==> src/rtl/fan_guard_pkg.sv <==
package fan_guard_pkg;

    typedef enum logic [1:0] {
        ST_OK    = 2'd0,
        ST_RETRY = 2'd1,
        ST_HELD  = 2'd2
    } stall_st_e;

    typedef enum logic {
        DF_WATCH  = 1'b0,
        DF_FAILED = 1'b1
    } dfail_st_e;

endpackage

==> src/rtl/fan_spin_mask.sv <==
module fan_spin_mask #(
    parameter int SPIN_W = 8
) (
    input  logic              clk,
    input  logic              rst_n,
    input  logic              spin_start,
    input  logic [SPIN_W-1:0] spin_time,
    output logic              mask_busy
);

    logic [SPIN_W-1:0] left_q;

    always_ff @(posedge clk or negedge rst_n) begin
        if (!rst_n) begin
            left_q <= '0;
        end else if (spin_start) begin
            left_q <= spin_time;
        end else if (left_q != '0) begin
            left_q <= left_q - 1'b1;
        end
    end

    assign mask_busy = (left_q != '0);

endmodule

==> src/rtl/fan_stall_fsm.sv <==
module fan_stall_fsm
    import fan_guard_pkg::*;
(
    input  logic clk,
    input  logic rst_n,
    input  logic mode_loop,
    input  logic upd_stb,
    input  logic clr_stb,
    input  logic masked,
    input  logic tach_bad,
    output logic stall_flag,
    output logic restart_req
);

    stall_st_e st_q, st_d, from_ok;
    logic      restart_q;

    // where the tracker goes when no stall is held yet
    always_comb begin
        if (!mode_loop && tach_bad && !masked) begin
            from_ok = ST_HELD;
        end else if (mode_loop && upd_stb && tach_bad && !masked) begin
            from_ok = ST_RETRY;
        end else begin
            from_ok = ST_OK;
        end
    end

    always_comb begin
        st_d = st_q;
        unique case (st_q)
            ST_OK: begin
                st_d = from_ok;
            end
            ST_RETRY: begin
                if (clr_stb) begin
                    st_d = from_ok;
                end else if (!mode_loop) begin
                    st_d = ST_HELD;
                end else if (upd_stb && !tach_bad) begin
                    st_d = ST_HELD;
                end
            end
            ST_HELD: begin
                if (clr_stb) begin
                    st_d = from_ok;
                end else if (mode_loop && upd_stb && tach_bad) begin
                    st_d = ST_RETRY;
                end
            end
            default: begin
                st_d = ST_OK;
            end
        endcase
    end

    always_ff @(posedge clk or negedge rst_n) begin
        if (!rst_n) begin
            st_q <= ST_OK;
        end else begin
            st_q <= st_d;
        end
    end

    always_ff @(posedge clk or negedge rst_n) begin
        if (!rst_n) begin
            restart_q <= 1'b0;
        end else begin
            restart_q <= mode_loop && upd_stb && (st_d == ST_RETRY);
        end
    end

    always_comb begin
        stall_flag  = (st_q != ST_OK);
        restart_req = restart_q;
    end

endmodule

==> src/rtl/fan_dfail_det.sv <==
module fan_dfail_det
    import fan_guard_pkg::*;
#(
    parameter int TACH_W   = 16,
    parameter int DRV_W    = 8,
    parameter int FAIL_RUN = 3
) (
    input  logic              clk,
    input  logic              rst_n,
    input  logic [TACH_W-1:0] tach_cnt,
    input  logic [TACH_W-1:0] target_cnt,
    input  logic [TACH_W-1:0] band,
    input  logic [DRV_W-1:0]  drive,
    input  logic              upd_stb,
    input  logic              clr_stb,
    output logic              dfail_flag
);

    localparam int RUN_W = $clog2(FAIL_RUN + 1);
    localparam logic [RUN_W-1:0] RUN_LAST = RUN_W'(FAIL_RUN - 1);

    dfail_st_e        st_q, st_d;
    logic [RUN_W-1:0] run_q;
    logic [TACH_W:0]  ceiling;
    logic             over, hit;

    assign ceiling = {1'b0, target_cnt} + {1'b0, band};
    assign over    = (&drive) && ({1'b0, tach_cnt} > ceiling);
    assign hit     = upd_stb && over && (run_q == RUN_LAST);

    always_ff @(posedge clk or negedge rst_n) begin
        if (!rst_n) begin
            run_q <= '0;
        end else if (upd_stb) begin
            if (!over) begin
                run_q <= '0;
            end else if (run_q != RUN_LAST) begin
                run_q <= run_q + 1'b1;
            end
        end
    end

    always_comb begin
        st_d = st_q;
        unique case (st_q)
            DF_WATCH:  st_d = hit ? DF_FAILED : DF_WATCH;
            DF_FAILED: st_d = (clr_stb && !hit) ? DF_WATCH : DF_FAILED;
            default:   st_d = DF_WATCH;
        endcase
    end

    always_ff @(posedge clk or negedge rst_n) begin
        if (!rst_n) begin
            st_q <= DF_WATCH;
        end else begin
            st_q <= st_d;
        end
    end

    always_comb begin
        dfail_flag = (st_q == DF_FAILED);
    end

endmodule

==> src/rtl/fan_guard.sv <==
module fan_guard #(
    parameter int TACH_W   = 16,
    parameter int DRV_W    = 8,
    parameter int SPIN_W   = 8,
    parameter int FAIL_RUN = 3
) (
    input  logic              clk,
    input  logic              rst_n,
    input  logic [TACH_W-1:0] tach_cnt,
    input  logic [TACH_W-1:0] tach_limit,
    input  logic [TACH_W-1:0] target_cnt,
    input  logic [TACH_W-1:0] band,
    input  logic [DRV_W-1:0]  drive,
    input  logic              mode_loop,
    input  logic              spin_start,
    input  logic [SPIN_W-1:0] spin_time,
    input  logic              upd_stb,
    input  logic              clr_stb,
    output logic              stall_flag,
    output logic              dfail_flag,
    output logic              alert_n,
    output logic              restart_req
);

    logic mask_busy;
    logic tach_bad;

    assign tach_bad = (tach_cnt > tach_limit);

    fan_spin_mask #(.SPIN_W(SPIN_W)) u_mask (
        .clk        (clk),
        .rst_n      (rst_n),
        .spin_start (spin_start),
        .spin_time  (spin_time),
        .mask_busy  (mask_busy)
    );

    fan_stall_fsm u_stall (
        .clk         (clk),
        .rst_n       (rst_n),
        .mode_loop   (mode_loop),
        .upd_stb     (upd_stb),
        .clr_stb     (clr_stb),
        .masked      (mask_busy),
        .tach_bad    (tach_bad),
        .stall_flag  (stall_flag),
        .restart_req (restart_req)
    );

    fan_dfail_det #(
        .TACH_W   (TACH_W),
        .DRV_W    (DRV_W),
        .FAIL_RUN (FAIL_RUN)
    ) u_dfail (
        .clk        (clk),
        .rst_n      (rst_n),
        .tach_cnt   (tach_cnt),
        .target_cnt (target_cnt),
        .band       (band),
        .drive      (drive),
        .upd_stb    (upd_stb),
        .clr_stb    (clr_stb),
        .dfail_flag (dfail_flag)
    );

    assign alert_n = ~(stall_flag | dfail_flag);

endmodule

==> config.mk <==
export PLATFORM = sky130hd
export DESIGN_NAME = fan_guard
export DESIGN_NICKNAME = d
export VERILOG_FILES = /design/src/rtl/fan_guard_pkg.sv /design/src/rtl/fan_spin_mask.sv /design/src/rtl/fan_stall_fsm.sv /design/src/rtl/fan_dfail_det.sv /design/src/rtl/fan_guard.sv
export SDC_FILE = /design/constraint.sdc
export NUM_CORES = 1
export LEC_CHECK = 0
export ABC_AREA = 1
export CAP_MARGIN = 40
export CELL_PAD_IN_SITES_DETAIL_PLACEMENT = 1
export CELL_PAD_IN_SITES_GLOBAL_PLACEMENT = 1
export CORE_MARGIN = 1
export CORE_UTILIZATION = 28
export DETAILED_ROUTE_END_ITERATION = 8
export DONT_BUFFER_PORTS = 1
export PLACE_DENSITY = 0.64
export RECOVER_POWER = 100
export SYNTH_ARGS = -nofsm -noshare
export SYNTH_HDL_FRONTEND = slang
export SYNTH_SLANG_ARGS = --single-unit
==> constraint.sdc <==
create_clock -name clk -period 1.5 [get_ports clk]
set_input_delay 0.3 -clock clk [delete_from_list [all_inputs] [get_ports clk]]
set_output_delay 0.3 -clock clk [all_outputs]
set_load 0.02 [all_outputs]
==> metrics.yaml <==
worst_setup_path:
  crit_fanout: 4
  critPathArrivalTime_ns: 2.85
  critPathRequiredTime_ns: 1.64
  startpoint_type: "input port"
  crit_type: "in2reg"
  cp-end-kind: "flip-flop"
route:
  vias: 2366
  drtPass1Iterations: 4
  drt_iter0_drc: 36
  wl_per_cell_um: 14.5
  route.detailed.drc: 0
  totalWireLength_um: 7080
  vias_per_cell: 4.84
  drt.antenna.violating_nets: 0
power_and_ir_drop:
  pwr-share-comb: 0.623
  power.share.switching: 0.393
  seqPwrFrac: 0.218
  p_int_uw: 1210
  power_density_nw_per_um2: 587
  p_sw_uw: 783
  power.share.clock: 0.159
  p_leak_uw: 0.00164
  peakVddDrop_mv: 0.394
sta:
  setup_tns_ns: -3.71
  slew_violations: 0
  whs_ns: 0.141
  worstMarginPinSlew_ns: 0.662
  rsz0062_at_grt: "true"
  slew_headroom: 0.557
  fmax_mhz: 369
  setup_viol: 7
  period_needed_ns: 2.71
  skew_ns: 0.00343
  hold_viol_final: 0
  worst_slack_ns: -1.21
  post-route-period-util: 1.81
final_layout:
  fin_nets: 526
  fill_cells: 975
  ff_latch_area_um2: 350
  area_growth_pct: 46.9
  multi_input_area_um2: 2230
  drive_above_1_share: 0.424
  n_antenna_cell: 0
floorplan:
  rows: 32
  dieArea_um2: 8610
  coreArea_um2: 7850
  die_y_um: 92.8
  boundaryPins: 90
  die_x_um: 92.8
  initial_core_util: 0.294
yosys:
  ys_async_sr_fraction: 1.00
  postSynthCellCount: 324
  syn_nets: 461
  yosys_most_used_dff: "dfrtp_1"
  synth_area_um2: 2310
  synth.avg_cell_area_um2: 7.12
  yosysWarningCount: 0
  yosys_register_bits: 14
  ys_seq_area_frac: 0.152
  synth_edf_count: 0
  yosysUniqueCellTypes: 40
run:
  maxCapViolCount: 0
global_routing:
  grt_first_pass_wirelength_um: 11200
  grtUsageMet3: 0.0287
  antenna_found_initial: 0
  grt_pass1_vias: 2430
  busiest_layer: "met2"
  grt_use_met2: 0.289
  track_usage: 0.161
  grt_overflow: 0
  grt_max_degree: 15
  met1_usage: 0.204
cts:
  ctsLongestPathBuffers: 2
  htreeDepth: 1
  cts.sinks: 14
  cts_tree: "done"
  clkLatencyLatePin_ns: 0.25
  cts.clk_slew.worst_paths_ns: 0.06
  numCtsBuffers: 3
  cts_root_buf: "clkbuf_8"
worst_hold_path:
  hold_path.class: "in2reg"
placed_design:
  portBuffers: 0
  hpwl_um: 6010
  place.gp.congestion: 0.797
  pre_cts_ws_ns: -1.53
outcome:
  status: "complete, but fails checks"
  violations: "setup timing"
==> power groups by stage <==
stage	combinational, uW	sequential, uW	clock, uW
after floorplan	656	433	0
after global placement	971	430	0
after detailed placement	1000	431	0
after CTS	1080	427	324
after global routing	1390	437	348
final	1240	434	317
==> timing repair <==
action	in CTS	in global routing
pin swaps	23	29
hold buffers	1	0
gates resized for setup	31	57
setup endpoints to repair	10	15
hold endpoints to repair	14	0
setup buffers	4	7
==> cell families after synthesis <==
family	count (synthesis)	synth area share
and+or+nand+nor	133	0.256
buffers and inverters	48	0.0780
AOI/OAI and AO/OA	59	0.163
adders and majority gates	51	0.280
xor gates and xnor gates	19	0.0721
DFF	14	0.152
==> flip-flops by register name (all words and copies together) (netlist names) <==
| signal | count |
|---|---|
| u_dfail.dfail_flag | 1 |
| u_dfail.run_q | 2 |
| u_mask.left_q | 8 |
| u_stall.restart_req | 1 |
| u_stall.st_q | 2 |
==> layer usage <==
metal	up-vias	part of all wire	wire, um
li1	1214	-	-
met1	1089	0.44	3120
met2	59	0.50	3570
met3	4	0.046	329
met4	0	0.0085	60
met5	-	0	0
==> critical path, stage by stage <==
cell	delay, ns
ha_4	0.15
fa_2	0.37
nand3_2	0.06
and2_4	0.13
nand3b_4	0.14
o21ai_4	0.08
a21oi_2	0.20
xor2_1	0.19
ha_1	0.29
nand2_2	0.09
nor2_1	0.06
a211oi_2	0.18
nand2_1	0.07
nand2_1	0.07
nand2_1	0.05
nand2_1	0.07
nand2_2	0.08
nand4_4	0.09
nand2_2	0.07
nand2_1	0.06
nand2_1	0.05
==> cells in the mapped netlist, types with 2 or more instances <==
cell type,number,area share
inv_2,2,0.0033
xor2_1,11,0.042
nor3_1,4,0.0087
inv_1,45,0.073
nand2_1,73,0.12
nor2_1,29,0.047
nand3b_1,2,0.0065
o21ai_0,6,0.013
o21ai_1,6,0.013
a22oi_1,2,0.0065
o21ai_2,3,0.011
nand4_1,2,0.0054
a22o_1,3,0.011
ha_1,50,0.27
nand3_1,14,0.030
xnor2_1,8,0.030
a21oi_1,27,0.059
nor3_2,2,0.0087
dfrtp_1,14,0.15
==> cell type report <==
type,instances,share of cell area
repair buffers,61,0.137
multi-input cells,262,0.656
inverters,47,0.0535
clock buffers,3,0.0122
flip-flops and latches,14,0.103
well taps,102,0.0376
==> worst paths after layout <==
kind                       cells past startpoint  slack, ns                to        startpoint
max                                           21      -1.21  u_dfail.run_q[0]     target_cnt[0]
min                                            1       0.14   u_stall.st_q[1]         mode_loop
max reg2reg                                    6       0.01   u_stall.st_q[1]  u_mask.left_q[1]
min reg2reg                                    2       0.50  u_dfail.run_q[1]  u_dfail.run_q[1]
max in group asynchronous                      1       0.55  u_mask.left_q[5]             rst_n
min in group asynchronous                      1       0.52  u_mask.left_q[6]             rst_n
==> cell usage in the layout, fill, tap and decap left out, types with 3 or more instances in the layout <==
cell / synthesis / routed
a21oi_1: 27 / 17
a21oi_2: 1 / 10
a22o_1: 3 / 3
buf_4: 0 / 59
clkbuf_8: 0 / 3
dfrtp_1: 14 / 14
ha_1: 50 / 35
ha_2: 0 / 3
ha_4: 0 / 12
inv_1: 45 / 32
inv_2: 2 / 14
nand2_1: 73 / 59
nand2_2: 1 / 11
nand2_4: 0 / 4
nand3_1: 14 / 6
nand3_2: 1 / 7
nor2_1: 29 / 19
nor2_2: 1 / 6
nor2_4: 0 / 5
o21ai_0: 6 / 4
o21ai_1: 6 / 4
o21ai_2: 3 / 7
xnor2_1: 8 / 7
xor2_1: 11 / 11
==> per-stage QoR <==
step | area [um2] | power (uW) | cells | util
2_1_floorplan | 2410 | 1090 | 324 | -
3_3_place_gp | 2900 | 1400 | 474 | 0.370
3_5_place_dp | 2900 | 1430 | 474 | 0.370
4_1_cts | 3110 | 1830 | 482 | 0.397
5_1_grt | 3390 | 2180 | 489 | 0.432
6_report | 3390 | 1990 | 489 | 0.432
No activity file was read; power rests on OpenSTA's default activity.
